`config.mk`:
```
export PLATFORM = sky130hd
export DESIGN_NAME = uart_reg_front
export DESIGN_NICKNAME = d
export VERILOG_FILES = /design/src/rtl/uart_fe_pkg.sv /design/src/rtl/byte_fifo.sv /design/src/rtl/uart_reg_front.sv
export SDC_FILE = /design/constraint.sdc
export NUM_CORES = 1
export LEC_CHECK = 0
export ABC_AREA = 1
export CAP_MARGIN = 20
export CELL_PAD_IN_SITES_DETAIL_PLACEMENT = 0
export CELL_PAD_IN_SITES_GLOBAL_PLACEMENT = 1
export CORE_MARGIN = 2
export CORE_UTILIZATION = 50
export CTS_CLUSTER_DIAMETER = 50
export DETAILED_ROUTE_END_ITERATION = 8
export DONT_BUFFER_PORTS = 1
export PLACE_DENSITY = 0.93
export SYNTH_ARGS = -nofsm -noshare
export SYNTH_HDL_FRONTEND = slang
export SYNTH_SLANG_ARGS = --single-unit
```
`constraint.sdc`:
```
create_clock -name clk -period 5.9 [get_ports clk]
set_clock_uncertainty 0.2 [all_clocks]
set_input_delay 0.59 -clock clk [delete_from_list [all_inputs] [get_ports clk]]
set_output_delay 0.59 -clock clk [all_outputs]
set_load 0.005 [all_outputs]
```
`src/rtl/uart_fe_pkg.sv`:
```
package uart_fe_pkg;
  localparam logic [1:0] SZ_WORD    = 2'b10;
  localparam logic [4:0] OFF_TXDATA = 5'h00;
  localparam logic [4:0] OFF_RXDATA = 5'h04;
  localparam logic [4:0] OFF_TXCTRL = 5'h08;
  localparam logic [4:0] OFF_RXCTRL = 5'h0C;
  localparam logic [4:0] OFF_IE     = 5'h10;
  localparam logic [4:0] OFF_PEND   = 5'h14;
  localparam logic [4:0] OFF_DIV    = 5'h18;
  localparam int         WM_LSB     = 16;
  localparam int         IE_TX      = 0;
  localparam int         IE_RX      = 1;
  localparam int         CTRL_EN    = 0;
endpackage

```
`src/rtl/byte_fifo.sv`:
```
module byte_fifo #(
  parameter int W     = 8,
  parameter int DEPTH = 8
) (
  input  logic                         clk,
  input  logic                         rst,
  input  logic                         push,
  input  logic [W-1:0]                 wdata,
  input  logic                         pop,
  output logic [W-1:0]                 rdata,
  output logic [$clog2(DEPTH+1)-1:0]   count,
  output logic                         full,
  output logic                         empty
);
  localparam int AW = $clog2(DEPTH);
  localparam int CW = $clog2(DEPTH+1);

  logic [W-1:0]  mem [DEPTH];
  logic [AW-1:0] wp, rp;
  logic          do_push, do_pop;

  assign full    = (count == CW'(DEPTH));
  assign empty   = (count == '0);
  assign do_push = push && !full;
  assign do_pop  = pop && !empty;
  assign rdata   = mem[rp];

  always_ff @(posedge clk) begin
    if (do_push) mem[wp] <= wdata;
  end

  always_ff @(posedge clk) begin
    if (rst) begin
      wp    <= '0;
      rp    <= '0;
      count <= '0;
    end else begin
      if (do_push) wp <= wp + AW'(1);
      if (do_pop)  rp <= rp + AW'(1);
      case ({do_push, do_pop})
        2'b10:   count <= count + CW'(1);
        2'b01:   count <= count - CW'(1);
        default: count <= count;
      endcase
    end
  end


  full_hold_chk: assert property (@(posedge clk) disable iff (rst)
    (push && full && !pop) |=> (count == $past(count)));


  pop_dec_chk: assert property (@(posedge clk) disable iff (rst)
    (pop && !empty && !push) |=> (count == $past(count) - CW'(1)));
endmodule

```
`src/rtl/uart_reg_front.sv`:
```
module uart_reg_front
  import uart_fe_pkg::*;
#(
  parameter int DEPTH  = 8,
  parameter int ADDR_W = 5
) (
  input  logic              clk,
  input  logic              rst,
  input  logic              bus_en,
  input  logic              bus_we,
  input  logic [ADDR_W-1:0] bus_addr,
  input  logic [1:0]        bus_size,
  input  logic [31:0]       bus_wdata,
  output logic [31:0]       bus_rdata,
  output logic [7:0]        tx_data,
  output logic              tx_valid,
  input  logic              tx_ready,
  input  logic [7:0]        rx_data,
  input  logic              rx_valid,
  output logic              rx_ready,
  output logic              irq,
  output logic [31:0]       baud_div
);
  localparam int CW   = $clog2(DEPTH+1);
  localparam int WM_W = CW - 1;

  logic          acc, wr, rd;
  logic [31:0]   txctrl_q, rxctrl_q, ie_q, div_q;
  logic [31:0]   rd_val, pend;
  logic [7:0]    rx_head;
  logic [CW-1:0] tx_cnt, rx_cnt;
  logic          tx_full, tx_empty, rx_full, rx_empty;
  logic          tx_push, tx_pop, rx_push, rx_pop;

  assign acc = bus_en && (bus_size == SZ_WORD);
  assign wr  = acc && bus_we;
  assign rd  = acc && !bus_we;

  assign tx_push = wr && (bus_addr == ADDR_W'(OFF_TXDATA));
  assign tx_pop  = tx_valid && tx_ready;
  assign rx_push = rx_valid && rx_ready;
  assign rx_pop  = rd && (bus_addr == ADDR_W'(OFF_RXDATA));

  byte_fifo #(.W(8), .DEPTH(DEPTH)) u_txq (
    .clk(clk), .rst(rst), .push(tx_push), .wdata(bus_wdata[7:0]),
    .pop(tx_pop), .rdata(tx_data), .count(tx_cnt),
    .full(tx_full), .empty(tx_empty));

  byte_fifo #(.W(8), .DEPTH(DEPTH)) u_rxq (
    .clk(clk), .rst(rst), .push(rx_push), .wdata(rx_data),
    .pop(rx_pop), .rdata(rx_head), .count(rx_cnt),
    .full(rx_full), .empty(rx_empty));

  assign rx_ready = !rx_full;
  assign tx_valid = txctrl_q[CTRL_EN] && !tx_empty;
  assign baud_div = div_q;

  always_ff @(posedge clk) begin
    if (rst) begin
      txctrl_q <= '0;
      rxctrl_q <= '0;
      ie_q     <= '0;
      div_q    <= '0;
    end else if (wr) begin
      case (bus_addr)
        ADDR_W'(OFF_TXCTRL): txctrl_q <= bus_wdata;
        ADDR_W'(OFF_RXCTRL): rxctrl_q <= bus_wdata;
        ADDR_W'(OFF_IE):     ie_q     <= bus_wdata;
        ADDR_W'(OFF_DIV):    div_q    <= bus_wdata;
        default: ;
      endcase
    end
  end

  always_comb begin
    pend = '0;
    pend[IE_TX] = (txctrl_q[WM_LSB +: WM_W] != '0);
    pend[IE_RX] = (rx_cnt > CW'(rxctrl_q[WM_LSB +: WM_W]));
  end

  assign irq = ie_q[IE_TX] || (ie_q[IE_RX] && !rx_empty);

  always_comb begin
    case (bus_addr)
      ADDR_W'(OFF_TXDATA): rd_val = {tx_full, 31'b0};
      ADDR_W'(OFF_RXDATA): rd_val = rx_empty ? 32'h8000_0000 : {24'b0, rx_head};
      ADDR_W'(OFF_TXCTRL): rd_val = txctrl_q;
      ADDR_W'(OFF_RXCTRL): rd_val = rxctrl_q;
      ADDR_W'(OFF_IE):     rd_val = ie_q;
      ADDR_W'(OFF_PEND):   rd_val = pend;
      ADDR_W'(OFF_DIV):    rd_val = div_q;
      default:             rd_val = '0;
    endcase
  end

  always_ff @(posedge clk) begin
    if (rst)                  bus_rdata <= '0;
    else if (bus_en && !bus_we) bus_rdata <= (bus_size == SZ_WORD) ? rd_val : '0;
  end


  irq_tx_en_chk: assert property (@(posedge clk) disable iff (rst)
    (wr && bus_addr == ADDR_W'(OFF_IE) && bus_wdata[IE_TX]) |=> irq);


  rx_empty_rd_chk: assert property (@(posedge clk) disable iff (rst)
    (rx_pop && rx_empty) |=> (bus_rdata == 32'h8000_0000));


  tx_hold_chk: assert property (@(posedge clk) disable iff (rst)
    (tx_valid && !tx_ready && !wr) |=> (tx_valid && $stable(tx_data)));


  size_ignore_chk: assert property (@(posedge clk) disable iff (rst)
    (bus_en && bus_we && bus_size != SZ_WORD) |=>
      ($stable(ie_q) && $stable(div_q) && $stable(txctrl_q) && $stable(rxctrl_q)));
endmodule

```
==> results by group, run 1 <==
GRT
  – First-pass GRT wire length: 51.2 mm
  – Number of antenna violations at the first check in global routing: 0
  – Residual overflow from global routing: 0
  – Pin count of the biggest net entering global routing: 127
  – GRT Resource Usage Total: 24.2%
  – Number of global-route vias before repair: 9350

STA
  – Min Tclk post-route: 3.25 ns
  – Worst-Margin Slew: 1.12 ns
  – Max-slew violation count: 0
  – Setup slack of the critical path after layout: 2.65 ns
  – Max-slew headroom at the worst pin: 25.1%
  – Final hold viol count: 0
  – Setup repair after global routing missed its margin: false
  – Hold WS: 0.0176 ns
  – Fmax: 308 MHz
  – Final period util: 55.1%
  – Final number of setup-violating endpoints: 0
  – Total negative setup slack: 0 ns

Final layout
  – Share of post-route cells with drive strength above 1: 5.54%
  – Diode insertion count for antenna repair: 0
  – Commonest cells after routing, fill and taps aside: sky130_fd_sc_hd__nor2_1 (351), sky130_fd_sc_hd__nand2_1 (189), sky130_fd_sc_hd__dfxtp_1 (186)
  – Most common library cell in the layout ignoring fill and taps: sky130_fd_sc_hd__nor2_1
  – Final cell count without fillers: 1809
  – Nets@finish: 1523
  – Area of all placed cells without fillers: 14200 um2
  – Signed area change from the synthesized netlist to the final layout: 10.0%

Clock network
  – CTS HTree Levels: 2
  – Clock latency at the later pin of the worst-skew pair: 0.51 ns
  – Cell at the root of the clock tree: sky130_fd_sc_hd__clkbuf_16
  – Clock buffer count from CTS: 35
  – Clock tree from TritonCTS: built
  – Largest buffer count on any clock path: 3
  – Number of instances resized during post-cts repair: 0
  – Clk slew on worst S/H paths: 0.06 ns
  – Clock net sink count: 314

Worst setup path
  – Kind of critical path: reg -> out
  – Peak fanout along the critical path: 33
  – Category of the worst setup path capture point: primary output
  – CP startpoint kind: flop
  – Crit path arrival time: 2.46 ns
  – Data required time of the critical path: 5.11 ns

Synthesis
  – Yosys Warn Count: 0
  – Number of flops mapped to enable cells by yosys: 128
  – Mean Syn Cell Area: 8.76 um2
  – Synthesized instance count: 1474
  – Syn Std Cell Area: 12900 um2
  – Yosys reg bits: 314
  – Synth top area share: 29.8%
  – Most used DFF post-synth: sky130_fd_sc_hd__dfxtp_1
  – Total nets after synthesis: 1540
  – FFs w/ async S/R, synth: 0%
  – Main area contributors after synthesis: sky130_fd_sc_hd__edfxtp_1 (30%), sky130_fd_sc_hd__dfxtp_1 (29%), sky130_fd_sc_hd__nor2_1 (10%), sky130_fd_sc_hd__o21ai_0 (6.9%), sky130_fd_sc_hd__nand2_1 (5.5%)
  – Share of synthesized area occupied by flip-flops and latches: 58.6%
  – Dominant cell type by area after synthesis: sky130_fd_sc_hd__edfxtp_1
  – Post-synthesis cell type count: 33

Drt
  – Count of routing violations after the opening detailed-route iteration: 789
  – Via count: 9957
  – Via count normalized by instance count: 5.50
  – Remaining number of nets flagged by the antenna check after routing: 0
  – Average wire per cell in the routed design: 18.1 um
  – First drt pass iteration count: 6
  – Number of remaining DRC errors: 0
  – Routed Wire Length: 32.8 mm

Floorplanning
  – Core Region: 25300 um2
  – Die height: 165 um
  – Top-level I/O count: 128
  – Area of the die: 27100 um2
  – Initial cell density of the core: 51.2%
  – Horizontal die dimension: 165 um
  – Number of core rows: 58

Placement
  – Port-buffer cells: 0
  – Gpl congestion: 0.805
  – Post-detailed-placement half-perimeter wirelength: 19.9 mm
  – Post-placement worst setup slack: 2.40 ns
  – Placed cell count: 1730
  – Placement Cell Area: 13000 um2

Pwr
  – Seq pwr share: 52.6%
  – Largest voltage drop on the vdd net: 214 uV
  – Part of the power in combinational logic: 2.6%
  – Clock group share of total power: 44.8%
  – PD cells: 305 nW/um2
  – Switching Share: 21.2%
  – Static leakage: 5.28 nW
  – Net load switching power: 0.918 mW
  – Internal power: 3.41 mW

Min path
  – HP Class: in -> reg

Run
  – Max-cap viol count: 0

Run status
  – Outcome: complete, no violations
==> cell usage after synthesis (20+ instances only) <==
| library cell | count |
|---|---|
| sky130_fd_sc_hd__o21ai_1 | 26 |
| sky130_fd_sc_hd__buf_2 | 32 |
| sky130_fd_sc_hd__o21ai_0 | 179 |
| sky130_fd_sc_hd__inv_1 | 82 |
| sky130_fd_sc_hd__dfxtp_1 | 186 |
| sky130_fd_sc_hd__nor2_1 | 351 |
| sky130_fd_sc_hd__nand3_1 | 48 |
| sky130_fd_sc_hd__o2111ai_1 | 20 |
| sky130_fd_sc_hd__clkbuf_1 | 44 |
| sky130_fd_sc_hd__a21oi_1 | 85 |
| sky130_fd_sc_hd__edfxtp_1 | 128 |
| sky130_fd_sc_hd__nand4_1 | 20 |
| sky130_fd_sc_hd__nand2_1 | 189 |
==> area by class of cell <==
type | instances | area [um2]
clock inverter | 11 | 67.6
inverter | 92 | 347
clock buffer | 48 | 935
tap | 330 | 413
multi-input combinational | 985 | 4620
sequential | 314 | 7570
fill | 2257 | 11000
timing repair buffer | 29 | 265
==> state kept, by name (all words and copies together), names as in the netlist, named ones only <==
signal and cells:
baud_div 32, bus_rdata 32, ie_q 32, rxctrl_q 32
txctrl_q 32, u_rxq.count 4, u_rxq.mem 64, u_rxq.rp 3
u_rxq.wp 3, u_txq.count 4, u_txq.mem 64, u_txq.rp 3
u_txq.wp 3
==> cells by family after synthesis <==
| logic type | share of synthesized area, % |
|---|---|
| AO/OA/AOI/OAI | 13.7 |
| XOR/XNOR | 0.610 |
| adder cells (fa/ha/maj) | 1.26 |
| buffers and inverters | 5.71 |
| flip-flops | 58.6 |
| AND/OR/NAND/NOR | 20.1 |
==> final timing paths <==
path	startpoint	cells past startpoint	end	slack, ns
worst max register to register	u_rxq.count[1]$_SDFFE_PP0P_	15	u_rxq.count[2]$_SDFFE_PP0P_	3.04
worst min register to register	ie_q[2]$_SDFFE_PP0P_	2	ie_q[2]$_SDFFE_PP0P_	0.25
worst min-delay path	bus_wdata[18]	2	baud_div[18]$_SDFFE_PP0P_	0.02
worst max-delay path	flop	6	tx_data[1]	2.65
==> through the flow <==
step | power [mW] | utilization, %
after floorplan | 2.39 | -
after global placement | 2.41 | 51.5
after detailed placement | 2.41 | 51.5
after CTS | 4.36 | 56.2
after global routing | 4.46 | 56.3
final | 4.33 | 56.3
==> worst max-delay path, cell delays in order, from the launching register on <==
cell                      delay, ns
sky130_fd_sc_hd__dfxtp_1       0.30
sky130_fd_sc_hd__buf_4         0.23
sky130_fd_sc_hd__inv_1         0.68
sky130_fd_sc_hd__o21ai_0       0.19
sky130_fd_sc_hd__o22ai_1       0.17
sky130_fd_sc_hd__nor2_1        0.07
sky130_fd_sc_hd__a31oi_1       0.30
==> layer usage <==
| metal | routed length, um | global-route usage (%) |
|---|---|---|
| met1 | 14100 | 31.7 |
| met2 | 15300 | 39.4 |
| met3 | 2710 | 6.28 |
| met4 | 721 | 7.83 |
| met5 | 0 | 0 |
==> power by group through the flow <==
| stage | clock [mW] | sequential, mW | combinational (mW) |
|---|---|---|---|
| floorplan | 0 | 2.32 | 0.0706 |
| global placement | 0 | 2.33 | 0.0832 |
| detailed placement | 0 | 2.33 | 0.0845 |
| CTS | 1.97 | 2.28 | 0.111 |
| global route | 2.06 | 2.28 | 0.124 |
| finish | 1.94 | 2.28 | 0.111 |
==> timing repair <==
action / CTS / global route
hold buffers: 17 / 0
buffers inserted: 0 / 0
hold endpoints to repair: 170 / 0
Note: power is estimated with default switching activity, not from simulation.
==> run 2, diff against run 1 <==
Settings changed: ABC_AREA 1 to 0, PLACE_DENSITY 0.93 to 0.9.
Clock period 5.9 ns to 3.2 ns, I/O delays scaled along.
==> run 2 against run 1 <==
Net effect:
- die area decreased by 0.58%
- highest routed layer unchanged
- sequential share of layout area down 2.7 points
- clock power up 120%
- largest cell class unchanged
- synthesized area decreased by 0.59%
==> results by group, run 2 <==
STA
  – Worst-Margin Slew: 0.773 ns (-0.350 ns)
  – Final number of setup-violating endpoints: 0 (unchanged)
  – Final period util: 92.7%
  – Fmax: 337 MHz
  – Max-slew violation count: 0 (unchanged)
  – Final hold viol count: 0 (unchanged)
  – Setup repair after global routing missed its margin: false
  – Max-slew headroom at the worst pin: 48.3% (+23 points)
  – Min Tclk post-route: 2.97 ns
  – Setup slack of the critical path after layout: 0.234 ns (-2.42 ns)
  – Total negative setup slack: 0 ns (unchanged)

Drt
  – Via count: 9278 (-6.8%)
  – Top sig layer: met4
  – Detailed route wirelength on metal2: 16.2 mm (+6.3%)
  – Number of remaining DRC errors: 0 (unchanged)
  – First drt pass iteration count: 6 (unchanged)
  – Average wire per cell in the routed design: 20.4 um (+13%)
  – WL met1: 13.5 mm (-4.2%)
  – Via count normalized by instance count: 5.71 (+3.7%)
  – Remaining number of nets flagged by the antenna check after routing: 0 (unchanged)
  – Count of routing violations after the opening detailed-route iteration: 674 (-15%)
  – Routed Wire Length: 33.1 mm (+1.2%)
  – Met3 wirelength from detailed routing: 2.52 mm (-6.7%)

Floorplanning
  – Horizontal die dimension: 164 um (-0.29%)
  – Initial cell density of the core: 51.0% (-0.16 points)
  – Top-level I/O count: 128 (unchanged)
  – Core Region: 25200 um2 (-0.29%)
  – Number of core rows: 58 (unchanged)
  – Area of the die: 27000 um2 (-0.58%)
  – Die height: 164 um (-0.29%)

Final layout
  – Fill cell count: 2000 (-11%)
  – Signed area change from the synthesized netlist to the final layout: 16.5%
  – Most common library cell in the layout ignoring fill and taps: sky130_fd_sc_hd__nand2_1
  – Core Util, Final: 59.4% (+3.1 points)
  – Commonest cells after routing, fill and taps aside: sky130_fd_sc_hd__nand2_1 (320), sky130_fd_sc_hd__dfxtp_1 (186), sky130_fd_sc_hd__a21oi_1 (171)
  – Share of post-route cells with drive strength above 1: 9.90% (+4.4 points)
  – Nets@finish: 1331 (-13%)
  – Area of all placed cells without fillers: 15000 um2 (+5.3%)
  – Leading registers by flop count: u_rxq.mem (64), u_txq.mem (64)
  – Final cell count without fillers: 1626 (-10%)

GRT
  – Number of global-route vias before repair: 9202 (-1.6%)
  – GRT Resource Usage Total: 24.7% (+0.47 points)
  – First-pass GRT wire length: 51.2 mm (-0.12%)
  – Pin count of the biggest net entering global routing: 153 (+20%)
  – Residual overflow from global routing: 0 (unchanged)
  – Number of antenna violations at the first check in global routing: 3 (+3)

Pwr
  – Largest voltage drop on the vdd net: 444 uV (+110%)
  – PD cells: 582 nW/um2 (+91%)
  – Static leakage: 4.97 nW (-5.9%)

Run status
  – Outcome: complete, no violations

Worst setup path
  – Register-to-register setup slack: 0.23 ns (-2.81 ns)
  – CP startpoint kind: flop
  – Peak fanout along the critical path: 7 (-79%)
  – Endpoint of the worst setup timing path: u_rxq.count[2]$_SDFFE_PP0P_
  – Reg2reg path depth: 10 (-5)
  – Source of the critical timing path: u_rxq.count[0]$_SDFFE_PP0P_
  – Launch point of the worst reg-to-reg path: u_rxq.count[0]$_SDFFE_PP0P_
  – Buffers plus inverters on the worst setup path: 1 (-1)
  – Category of the worst setup path capture point: flop
  – Slowest stage cell on the critical path: sky130_fd_sc_hd__or4_1
  – Critical path's top delay family: simple AND/OR/NAND/NOR gates
  – Kind of critical path: reg -> reg
  – List of cells traversed by the critical path: or4_1 -> nand4_1 -> inv_1 -> ha_1 -> xor2_1 -> ha_1 -> a21oi_1 -> xor2_1 -> or3_1 -> a21oi_1
  – Worst stage delay on the critical path: 0.63 ns (-0.05 ns)
  – Endpoint of the worst register-to-register path: u_rxq.count[2]$_SDFFE_PP0P_
  – Data required time of the critical path: 3.43 ns (-1.68 ns)
  – Crit path arrival time: 3.20 ns (+0.74 ns)
  – Levels on crit path: 10 (+4)

Synthesis
  – Main area contributors after synthesis: sky130_fd_sc_hd__edfxtp_1 (30%), sky130_fd_sc_hd__dfxtp_1 (29%), sky130_fd_sc_hd__nand2_1 (9.4%), sky130_fd_sc_hd__a21oi_1 (6.7%), sky130_fd_sc_hd__mux4_2 (4.0%)
  – Mean Syn Cell Area: 10.5 um2 (+20%)
  – Most instantiated cells after synthesis: sky130_fd_sc_hd__nand2_1 (320), sky130_fd_sc_hd__dfxtp_1 (186), sky130_fd_sc_hd__a21oi_1 (171)
  – Dominant cell type by area after synthesis: sky130_fd_sc_hd__edfxtp_1
  – Most frequently used cell type in the post-synthesis netlist: sky130_fd_sc_hd__nand2_1
  – Total nets after synthesis: 1286 (-16%)
  – Synthesized instance count: 1220 (-17%)
  – Syn Std Cell Area: 12800 um2 (-0.59%)
  – Number of flops mapped to enable cells by yosys: 128 (unchanged)
  – FFs w/ async S/R, synth: 0% (unchanged)
  – Share of synthesized area occupied by flip-flops and latches: 58.9% (+0.35 points)
  – Synth top area share: 29.9% (+0.18 points)
  – Most used DFF post-synth: sky130_fd_sc_hd__dfxtp_1
  – Yosys reg bits: 314 (unchanged)
  – Yosys Warn Count: 0 (unchanged)
  – Post-synthesis cell type count: 57 (+73%)

Clock network
  – Clock tree from TritonCTS: built
  – CTS HTree Levels: 2 (unchanged)
  – Number of instances resized during post-cts repair: 0 (unchanged)
  – Clock latency at the later pin of the worst-skew pair: 0.51 ns (about the same)
  – Clock net sink count: 314 (unchanged)
  – Clk slew on worst S/H paths: 0.06 ns (about the same)
  – Largest buffer count on any clock path: 3 (unchanged)
  – Cell at the root of the clock tree: sky130_fd_sc_hd__clkbuf_16
  – Clock buffer count from CTS: 37 (+5.7%)

Placement
  – Placed cell count: 1495 (-14%)
  – Post-placement worst setup slack: 0.220 ns (-2.18 ns)
  – Placement Cell Area: 13100 um2 (+0.54%)
  – Gpl congestion: 0.799 (-0.78%)
  – Post-detailed-placement half-perimeter wirelength: 20.2 mm (+1.3%)
  – Port-buffer cells: 0 (unchanged)

Run
  – Max-cap viol count: 0 (unchanged)

Min path
  – HP Class: in -> reg
==> run 2: changes by cell type in the layout (fill, tap and decap cells not counted), sizes merged, moves of 28 or more <==
cell         change
dlygate4sd3     +40
nand3           -38
o21ai          -169
mux4            +31
nand2          +130
a21oi           +85
and3            +28
inv             -83
nor2           -323
nand2b          +29
==> run 2: how the worst min path moves through the flow <==
stage / endpoint / cells after the start / from / slack, ns
CTS: bus_rdata[31]$_SDFFE_PP0P_ / 4 / bus_addr[4] / 0.002
finish: bus_rdata[31]$_SDFFE_PP0P_ / 4 / bus_addr[4] / 0.01
detailed placement: u_rxq.wp[1]$_SDFFE_PP0P_ / 1 / rst / 0.21
global route: bus_rdata[31]$_SDFFE_PP0P_ / 4 / bus_addr[4] / 0.04
floorplan: u_rxq.mem[0][0]$_DFFE_PP_ / 0 / rx_data[0] / 0.22
global placement: u_rxq.wp[2]$_SDFFE_PP0P_ / 1 / rst / 0.20
==> run 2: kinds of logic (layout without fill, tap and decap cells) <==
family          after synthesis  after routing  share of synthesized area [%]
buf+inv                      95            168                           3.41
xor+xnor                     10             10                          0.682
fa+ha+maj                    13             13                           1.27
flops                       314            314                           58.9
other cells                   0              3                              0
compound gates              260            260                           11.4
mux                          63             63                           8.26
simple gates                465            465                           16.1
==> run 2: layout make-up <==
cell class	count	area (um2)	area share (%)
diodes	3	7.51	0.0502
clock inverters	16	229	1.53
clock buffers	51	1010	6.75
multi-input cells	811	4840	32.4
flip-flops and latches	314	7570	50.6
inverters	10	37.5	0.251
repair buffers	91	861	5.75
well taps	330	413	2.76
==> run 2: metrics by stage <==
step | total power, mW | hold slack [ns]
2_1_floorplan | 4.40 | 0.219
3_3_place_gp | 4.40 | 0.203
3_5_place_dp | 4.40 | 0.210
4_1_cts | 8.75 | 0.00188
5_1_grt | 8.95 | 0.0420
6_report | 8.71 | 0.0108
==> run 2: timing repair <==
| item | in CTS | in global routing |
|---|---|---|
| hold buffers | 57 | 0 |
| endpoints found under the hold margin | 308 | 0 |
| buffers inserted | 0 | 2 |
| setup endpoints to repair | 0 | 1 |
==> run 2: power breakdown <==
part,leakage [nW],switching [mW],internal [mW]
Sequential,2.65,0.0141,4.18
Clock,0.596,1.61,2.63
Combinational,1.72,0.170,0.0980
Total,4.97,1.80,6.91
==> run 2: metal layers <==
layer	vias up	global-route usage (%)
li1	4414	-
met1	4487	31.3
met3	62	6.09
met4	0	8.73
met5	-	0
met2	315	41.2
==> run 2: worst min-delay path, delay by kind of cell <==
| family | cells | cell delay, ns |
|---|---|---|
| AO/OA/AOI/OAI | 1 | 0.09 |
| AND/OR/NAND/NOR | 2 | 0.11 |
| buffers and inverters | 1 | 0.15 |
